==> config.mk <==
export PLATFORM = sky130hd
export DESIGN_NAME = rx_addr_filter
export DESIGN_NICKNAME = d
export VERILOG_FILES = /design/src/rtl/rxf_pkg.sv /design/src/rtl/rxf_cfg_regs.sv /design/src/rtl/rxf_exact_match.sv /design/src/rtl/rxf_hash_lookup.sv /design/src/rtl/rx_addr_filter.sv
export SDC_FILE = /design/constraint.sdc
export NUM_CORES = 1
export LEC_CHECK = 0
export BUFFER_PORTS_ARGS = -buffer_cell sky130_fd_sc_hd__buf_2
export CORE_AREA = 2 2 156 97
export CTS_BUF_LIST = sky130_fd_sc_hd__clkbuf_8
export DETAILED_ROUTE_END_ITERATION = 10
export DIE_AREA = 0 0 158 99
export GPL_TIMING_DRIVEN = 0
export PLACE_DENSITY = 0.93
export SYNTH_ARGS = -nofsm -noshare
export SYNTH_HDL_FRONTEND = slang
export SYNTH_SLANG_ARGS = --single-unit
==> constraint.sdc <==
create_clock -name clk -period 4 [get_ports clk]
set_clock_uncertainty 0.15 [all_clocks]
set_input_delay 0.4 -clock clk [delete_from_list [all_inputs] [get_ports clk]]
set_output_delay 0.4 -clock clk [all_outputs]
set_load 0.01 [all_outputs]
==> src/rtl/rxf_pkg.sv <==
package rxf_pkg;
  localparam int MAC_W      = 48;
  localparam int HASH_W     = 6;
  localparam int SLICES     = MAC_W / HASH_W;
  localparam int TBL_WORD_W = 32;
  localparam int CTRL_W     = 4;

  // control bit positions
  localparam int CB_EX0   = 0;
  localparam int CB_EX1   = 1;
  localparam int CB_INDIV = 2;
  localparam int CB_BCAST = 3;

  // fold the address into a table index: XOR of consecutive 6-bit slices
  function automatic logic [HASH_W-1:0] fold_hash(input logic [MAC_W-1:0] a);
    logic [HASH_W-1:0] h;
    h = '0;
    for (int i = 0; i < SLICES; i++) h ^= a[i*HASH_W +: HASH_W];
    return h;
  endfunction
endpackage

==> src/rtl/rxf_cfg_regs.sv <==
module rxf_cfg_regs
  import rxf_pkg::*;
#(
  parameter int NUM_EXACT = 2
) (
  input  logic                             clk,
  input  logic                             rst_n,
  input  logic                             we,
  input  logic [2:0]                       sel,
  input  logic [31:0]                      wdata,
  output logic [NUM_EXACT-1:0][MAC_W-1:0]  ex_addr,
  output logic [2*TBL_WORD_W-1:0]          table_bits,
  output logic [CTRL_W-1:0]                ctrl
);
  localparam int SEL_TBL_LO = 2 * NUM_EXACT;
  localparam int SEL_TBL_HI = 2 * NUM_EXACT + 1;
  localparam int SEL_CTRL   = 2 * NUM_EXACT + 2;

  logic [TBL_WORD_W-1:0] tbl_lo, tbl_hi;

  for (genvar g = 0; g < NUM_EXACT; g++) begin : g_slot
    logic [31:0] lo_q;
    logic [15:0] hi_q;
    always_ff @(posedge clk) begin
      if (!rst_n) begin
        lo_q <= '0;
        hi_q <= '0;
      end else if (we) begin
        if (32'(sel) == 2*g)     lo_q <= wdata;
        if (32'(sel) == 2*g + 1) hi_q <= wdata[15:0];
      end
    end
    assign ex_addr[g] = {hi_q, lo_q};
  end

  always_ff @(posedge clk) begin
    if (!rst_n) begin
      tbl_lo <= '0;
      tbl_hi <= '0;
      ctrl   <= '0;
    end else if (we) begin
      if (32'(sel) == SEL_TBL_LO) tbl_lo <= wdata[TBL_WORD_W-1:0];
      if (32'(sel) == SEL_TBL_HI) tbl_hi <= wdata[TBL_WORD_W-1:0];
      if (32'(sel) == SEL_CTRL)   ctrl   <= wdata[CTRL_W-1:0];
    end
  end

  assign table_bits = {tbl_hi, tbl_lo};

  a_r10_ctrl_write: assert property (@(posedge clk) disable iff (!rst_n)
    (we && 32'(sel) == SEL_CTRL) |=> ctrl == $past(wdata[CTRL_W-1:0]));
  a_r10_ctrl_hold: assert property (@(posedge clk) disable iff (!rst_n)
    (!we || 32'(sel) != SEL_CTRL) |=> $stable(ctrl));
endmodule

==> src/rtl/rxf_exact_match.sv <==
module rxf_exact_match
  import rxf_pkg::*;
(
  input  logic             enable,
  input  logic [MAC_W-1:0] ref_addr,
  input  logic [MAC_W-1:0] dst,
  output logic             hit
);
  assign hit = enable && (ref_addr == dst);
endmodule

==> src/rtl/rxf_hash_lookup.sv <==
module rxf_hash_lookup
  import rxf_pkg::*;
(
  input  logic [MAC_W-1:0]        dst,
  input  logic [2*TBL_WORD_W-1:0] table_bits,
  input  logic                    indiv_en,
  output logic [HASH_W-1:0]       hash_idx,
  output logic                    consult,
  output logic                    hit
);
  logic [TBL_WORD_W-1:0] lo_w, hi_w, word;
  logic [HASH_W-2:0]     bit_sel;

  assign hash_idx = fold_hash(dst);
  assign lo_w     = table_bits[TBL_WORD_W-1:0];
  assign hi_w     = table_bits[2*TBL_WORD_W-1:TBL_WORD_W];
  assign word     = hash_idx[HASH_W-1] ? hi_w : lo_w;
  assign bit_sel  = hash_idx[HASH_W-2:0];
  assign consult  = dst[0] || indiv_en;
  assign hit      = consult && word[bit_sel];
endmodule

==> src/rtl/rx_addr_filter.sv <==
module rx_addr_filter
  import rxf_pkg::*;
#(
  parameter int NUM_EXACT = 2,
  parameter int LEN_W     = 16,
  parameter int MIN_LEN   = 12
) (
  input  logic        clk,
  input  logic        rst_n,
  input  logic        cfg_we,
  input  logic [2:0]  cfg_sel,
  input  logic [31:0] cfg_wdata,
  input  logic        dst_valid,
  input  logic [47:0] dst_addr,
  input  logic [LEN_W-1:0] frame_len,
  output logic        done,
  output logic        accept
);
  logic [NUM_EXACT-1:0][MAC_W-1:0] ex_addr;
  logic [2*TBL_WORD_W-1:0]         table_bits;
  logic [CTRL_W-1:0]               ctrl;
  logic [NUM_EXACT-1:0]            ex_hit;
  logic [HASH_W-1:0]               hash_idx;
  logic                            hash_consult, hash_hit, bcast_hit, short_frame, decision;

  rxf_cfg_regs #(.NUM_EXACT(NUM_EXACT)) u_regs (
    .clk(clk), .rst_n(rst_n), .we(cfg_we), .sel(cfg_sel), .wdata(cfg_wdata),
    .ex_addr(ex_addr), .table_bits(table_bits), .ctrl(ctrl)
  );

  for (genvar g = 0; g < NUM_EXACT; g++) begin : g_ex
    rxf_exact_match u_cmp (
      .enable(ctrl[CB_EX0 + g]), .ref_addr(ex_addr[g]), .dst(dst_addr), .hit(ex_hit[g])
    );
  end

  rxf_hash_lookup u_hash (
    .dst(dst_addr), .table_bits(table_bits), .indiv_en(ctrl[CB_INDIV]),
    .hash_idx(hash_idx), .consult(hash_consult), .hit(hash_hit)
  );

  assign bcast_hit   = ctrl[CB_BCAST] && (&dst_addr);
  assign short_frame = frame_len < LEN_W'(MIN_LEN);
  assign decision    = !short_frame && ((|ex_hit) || bcast_hit || hash_hit);

  always_ff @(posedge clk) begin
    if (!rst_n) begin
      done   <= 1'b0;
      accept <= 1'b0;
    end else begin
      done   <= dst_valid;
      accept <= dst_valid && decision;
    end
  end

  a_r2_done_follows_valid: assert property (@(posedge clk) disable iff (!rst_n)
    dst_valid |=> done);
  a_r2_done_single: assert property (@(posedge clk) disable iff (!rst_n)
    !dst_valid |=> !done);
  a_r2_accept_with_done: assert property (@(posedge clk) disable iff (!rst_n)
    accept |-> done);
  a_r8_short_dropped: assert property (@(posedge clk) disable iff (!rst_n)
    (dst_valid && short_frame) |=> !accept);
  a_r5_bcast_taken: assert property (@(posedge clk) disable iff (!rst_n)
    (dst_valid && !short_frame && ctrl[CB_BCAST] && (&dst_addr)) |=> accept);
  a_r7_unicast_unhashed: assert property (@(posedge clk) disable iff (!rst_n)
    (dst_valid && !dst_addr[0] && !ctrl[CB_INDIV] && !(|ex_hit) && !bcast_hit) |=> !accept);
  a_r6_hash_taken: assert property (@(posedge clk) disable iff (!rst_n)
    (dst_valid && !short_frame && hash_consult && table_bits[hash_idx]) |=> accept);
endmodule

Yosys cells after proc, flatten, opt, wreduce, memory -nomap -nowiden:

Index checks and enable logic that the tools add are counted.

* magnitude comparators: 2
* eq/ne operators: 8
* multiplexer cells: 3
* bitwise logic cells: 7
* reductions and logical operators: 20

Operators with widths (number)
* $eq 48x48->1: 2
* $reduce_and 48->1: 1
* $xor 6x6->6: 7
* $mux 32: 1
* $lt 16x4->1 const B: 1
* $reduce_and 2->1: 7
* $eq 3x3->1 const B: 3
* $eq 3x2->1 const B: 2
* $logic_and 1x1->1: 6
* $lt 5x6->1 const B: 1
* $bmux 1 s5: 1
* $eq 3x1->1 const B: 1
* $logic_not 3->1: 1
* $logic_or 1x1->1: 3
* $reduce_or 2->1: 1
* $logic_not 1->1: 1
* $mux 1: 1

* flip-flop bits (word level): 166

Depth between registers and ports, before layout:

* word-level depth: 14
* gate-level depth with buffers: 10
* depth with buffers taken out: 9

Cells and area by module:

From an unflattened synthesis, not the netlist that was laid out.

* cells, all modules: 846
* area total of the unflattened synthesis: 8319.2 µm²

By module, submodules not included
* rxf_cfg_regs: times used 1, cells each 572, area an instance 5982.0 µm², seq. area each 3283.1 µm²
* rxf_hash_lookup: times used 1, cells each 115, area an instance 1078.5 µm², seq. area each 0.0 µm²
* rxf_exact_match: times used 2, cells each 65, area an instance 529.3 µm², seq. area each 0.0 µm²
* rx_addr_filter: times used 1, cells each 29, area an instance 200.2 µm², seq. area each 40.0 µm²

Worst setup path after synthesis:

No wires, ideal clock.

* path kind: input port to flip-flop
* from: input port dst_addr[13]
* to: register accept
* library setup time: 0.114 ns
* arrival time: 2.467 ns
* setup slack: 1.270 ns
* cell stages on the path: 10
* buffers on the path: 1
* cells stage by stage: xnor2_1 xnor2_2 xnor2_1 buf_6 mux4_1 mux2_2 a22oi_1 nand4b_1 o211a_1 a21o_1

* cells in the longest elaborated chain, start to end: 12
* elaborated cells on any way between the ends: 20

RTL lines
* from (decl): line rx_addr_filter.sv:14 `input logic [47:0] dst_addr,`
* $xor 6x6->6 (6 in a row): line rxf_pkg.sv:18 `for (int i = 0; i < SLICES; i++) h ^= a[i*HASH_W +: HASH_W];`
* $bmux 1 s5: line rxf_hash_lookup.sv:20 `assign hit = consult && word[bit_sel];`
* $mux 1 (not written as such): line rxf_hash_lookup.sv:20
* $logic_and 1x1->1: line rxf_hash_lookup.sv:20
* $logic_or 1x1->1 (*): line rx_addr_filter.sv:44 `assign decision = !short_frame && ((|ex_hit) || bcast_hit || hash_hit);`
* $logic_and 1x1->1 (*): line rx_addr_filter.sv:44
* $logic_and 1x1->1 (*): line rx_addr_filter.sv:52 `accept <= dst_valid && decision;`
* to (signal assigned): line rx_addr_filter.sv:52
* to (decl): line rx_addr_filter.sv:17 `output logic accept`

Mark *: on every way between the ends. The rest lies on a longest branch, timed or not. The select of a mux whose other input is x is not followed.
A chain may end at the register's enable or synchronous reset.

Worst setup path in the final report:

* from: input port dst_addr[37]
* to: register accept

* cells in the longest elaborated chain, start to end: 8
* elaborated cells on any way between the ends: 16

RTL lines (line)
* $xor 6x6->6 (2 in a row): rxf_pkg.sv:18
* $bmux 1 s5: rxf_hash_lookup.sv:20
* $mux 1 (not written as such): rxf_hash_lookup.sv:20
* $logic_and 1x1->1: rxf_hash_lookup.sv:20
* $logic_or 1x1->1 (*): rx_addr_filter.sv:44
* $logic_and 1x1->1 (*): rx_addr_filter.sv:44
* $logic_and 1x1->1 (*): rx_addr_filter.sv:52

Marked as above.

==> metrics <==
run status=complete, no violations; WL/cell=approximately 23 µm; hold crit path type=primary input to register; share of cells above drive strength 1=between 10% and 20%; setup total negative slack=0 ns; iteration-0 DRC count of the detailed router=1069; final hold violations=0; Startpoint Class=primary input; fin crit period=between 3 and 4 ns; Max Cap Viol=0; crit path max fanout=10; f_max=roughly 310 MHz; commonest cells after routing, fill and taps aside=nand2_1 (330), dfxtp_1 (166), a21boi_1 (160); vias in the first global route=about 7300; Syn-to-layout area delta=13.9%; initial antenna violation count=0; Tot GR Track Use=39.1%; Worst Tran Pin Value=~0.86 ns; total CTS buffers=17; register area share after synthesis=39.7%; GP Congestion=between 1 and 1.5; final worst path period share=about 80%; num ports=105; Die ar.=approximately 0.016 mm²; Post-CTS Setup Repair Bufs=0; CTS Buffer Depth=2; synth warn=0; syn nets=1085; nets=roughly 1200; async set-or-reset flop fraction in the synthesized netlist=0%; Worst path max stage delay=0.68 ns; P per Cell Area=between 300 and 400 mW/mm²; EDFF count, synth=0; clock sinks=approximately 170; Cell variety after synth=between 40 and 50; clock root buffer master=clkbuf_8; synthesized area=between 0.008 and 0.009 mm²; die width=around 160 µm; Critical Path, Cell by Cell=buf_2 > xor2_1 > xnor2_1 > xnor2_1 > buf_6 > mux4_2 > mux2_2 > a21oi_1 > o21bai_1 > o211a_1 > a21o_1; number of placement rows=34; most common cell after layout, fill and taps aside=nand2_1; Residual DRC=0; Buf/Inv on CP=2; Clk Latency, worst-skew pair=about 0.47 ns; Final Setup Violations=0; CP Data Required Time=~4.2 ns; VDD IR-drop max=0.263 mV; grt total ovfl=0; Post-Synthesis Cells=approximately 1000; ANT cells=0; post-DR vias/cell=~6; WHS=0.00717 ns; crit end category=register; Via Count=8077; die height=between 90 and 100 µm; post-route ant nets=0; first-pass GRT wire length=~44000 µm; CP dominant cell by count=xnor2_1; Max stage delay cell, worst path=xnor2_1; Arrival @ worst endpoint=roughly 3.4 ns; CTS tree=built; syn_area_per_cell=8.52 µm²; critical path's top delay family=XOR/XNOR gates; core area=~0.014 mm²; max_slew headroom=a little over two fifths; PortBufs=slightly above 100; pins over their slew limit=0; hpwl dp=roughly 24000 µm; post-cts resize count=0; Yosys reg bits=around 170; crit path kind=primary input to register; P_leak=roughly 3.5 nW; largest net degree at the start of global routing=17; CTS Hold Bufs=0; ys flop type=dfxtp_1; drt pass-1 iters=6; CTS H-tree depth=4; Reg clk slew, reported paths=approximately 0.10 ns; Starting Density=approximately three fifths; RSZ-0062 raised after global routing=no; Detailed Route WL=slightly above 30000 µm
[cell usage after synthesis (3+ instances only)]
cell type / number / area (µm²)
mux2_2: 5 / 56.3
mux2i_1: 11 / 110
nand3_1: 6 / 30.0
nor3_1: 7 / 35.0
mux4_1: 7 / 184
nor2b_1: 7 / 43.8
clkbuf_1: 48 / 180
xnor2_1: 66 / 578
o2bb2ai_1: 5 / 43.8
nand2_1: 330 / 1240
nor2_1: 5 / 18.8
a221oi_1: 8 / 70.1
dfxtp_1: 166 / 3320
xor2_1: 41 / 359
o22ai_1: 7 / 43.8
nand4_1: 23 / 144
nor4_1: 16 / 100
a21boi_1: 160 / 1200
o21ai_0: 3 / 15.0
xnor2_2: 6 / 97.6
mux4_2: 7 / 158
inv_1: 21 / 78.8
[sequential cells by signal (all words and copies together), names as in the netlist]
| register | flops |
|---|---|
| u_regs.g_slot.hi_q | 32 |
| u_regs.tbl_hi | 32 |
| accept | 1 |
| u_regs.g_slot.lo_q | 64 |
| u_regs.ctrl | 4 |
| done | 1 |
| u_regs.tbl_lo | 32 |
[layout make-up]
cell class | count | area (µm²)
Buffer | 51 | 218
Timing Repair Buffer | 102 | 510
Tap cell | 198 | 248
Clock inverter | 14 | 173
Multi-Input combinational cell | 743 | 4750
Fill cell | 1232 | 4670
Sequential cell | 166 | 3320
Clock buffer | 17 | 234
Inverter | 22 | 82.6
[cells by family after synthesis]
group / share of synthesized area, %
simple gates: 19.9
compound gates: 17.8
flops: 39.7
xor+xnor: 13.0
buf+inv: 3.59
mux: 6.07
[report_power, final]
group          total, W  internal [W]  switching [W]
Clock           0.00127      0.000571       0.000702
Sequential      0.00172       0.00169      0.0000298
Combinational  0.000757      0.000309       0.000448
[stage by stage]
stage,area [µm²],cells,utilization [%],power (W),setup WS (ns)
after floorplan,8370,982,-,0.00219,1.27
after global placement,9130,1282,64.2,0.00247,0.474
after detailed placement,9130,1282,64.2,0.00248,0.418
after CTS,9540,1313,67.1,0.00371,0.910
after global routing,9540,1313,67.1,0.00383,0.780
final,9540,1313,67.1,0.00375,0.779
[worst paths after layout]
path | from | endpoint | slack [ns] | cells after the start
max | dst_addr[37] | accept | 0.78 | 11
min | dst_valid | done | 0.007 | 3
max reg2reg | u_regs.g_slot[1].lo_q[21] | accept | 1.70 | 5
min reg2reg | u_regs.tbl_lo[16] | u_regs.tbl_lo[16] | 0.31 | 2
[worst min-delay path, delay by kind of cell]
family | cells | cell delay [ns]
buf+inv | 2 | 0.13
simple gates | 1 | 0.06
[routing by layer]
metal	share of wire [%]	up-vias	routed length (µm)	track usage [%]
li1	-	3553	-	-
met1	42	3873	12600	57.2
met2	39	598	11900	54.1
met3	17	53	5170	15.9
met4	1.8	0	550	8.11
met5	0	-	0	0
Power figures use the tool's default switching activity.
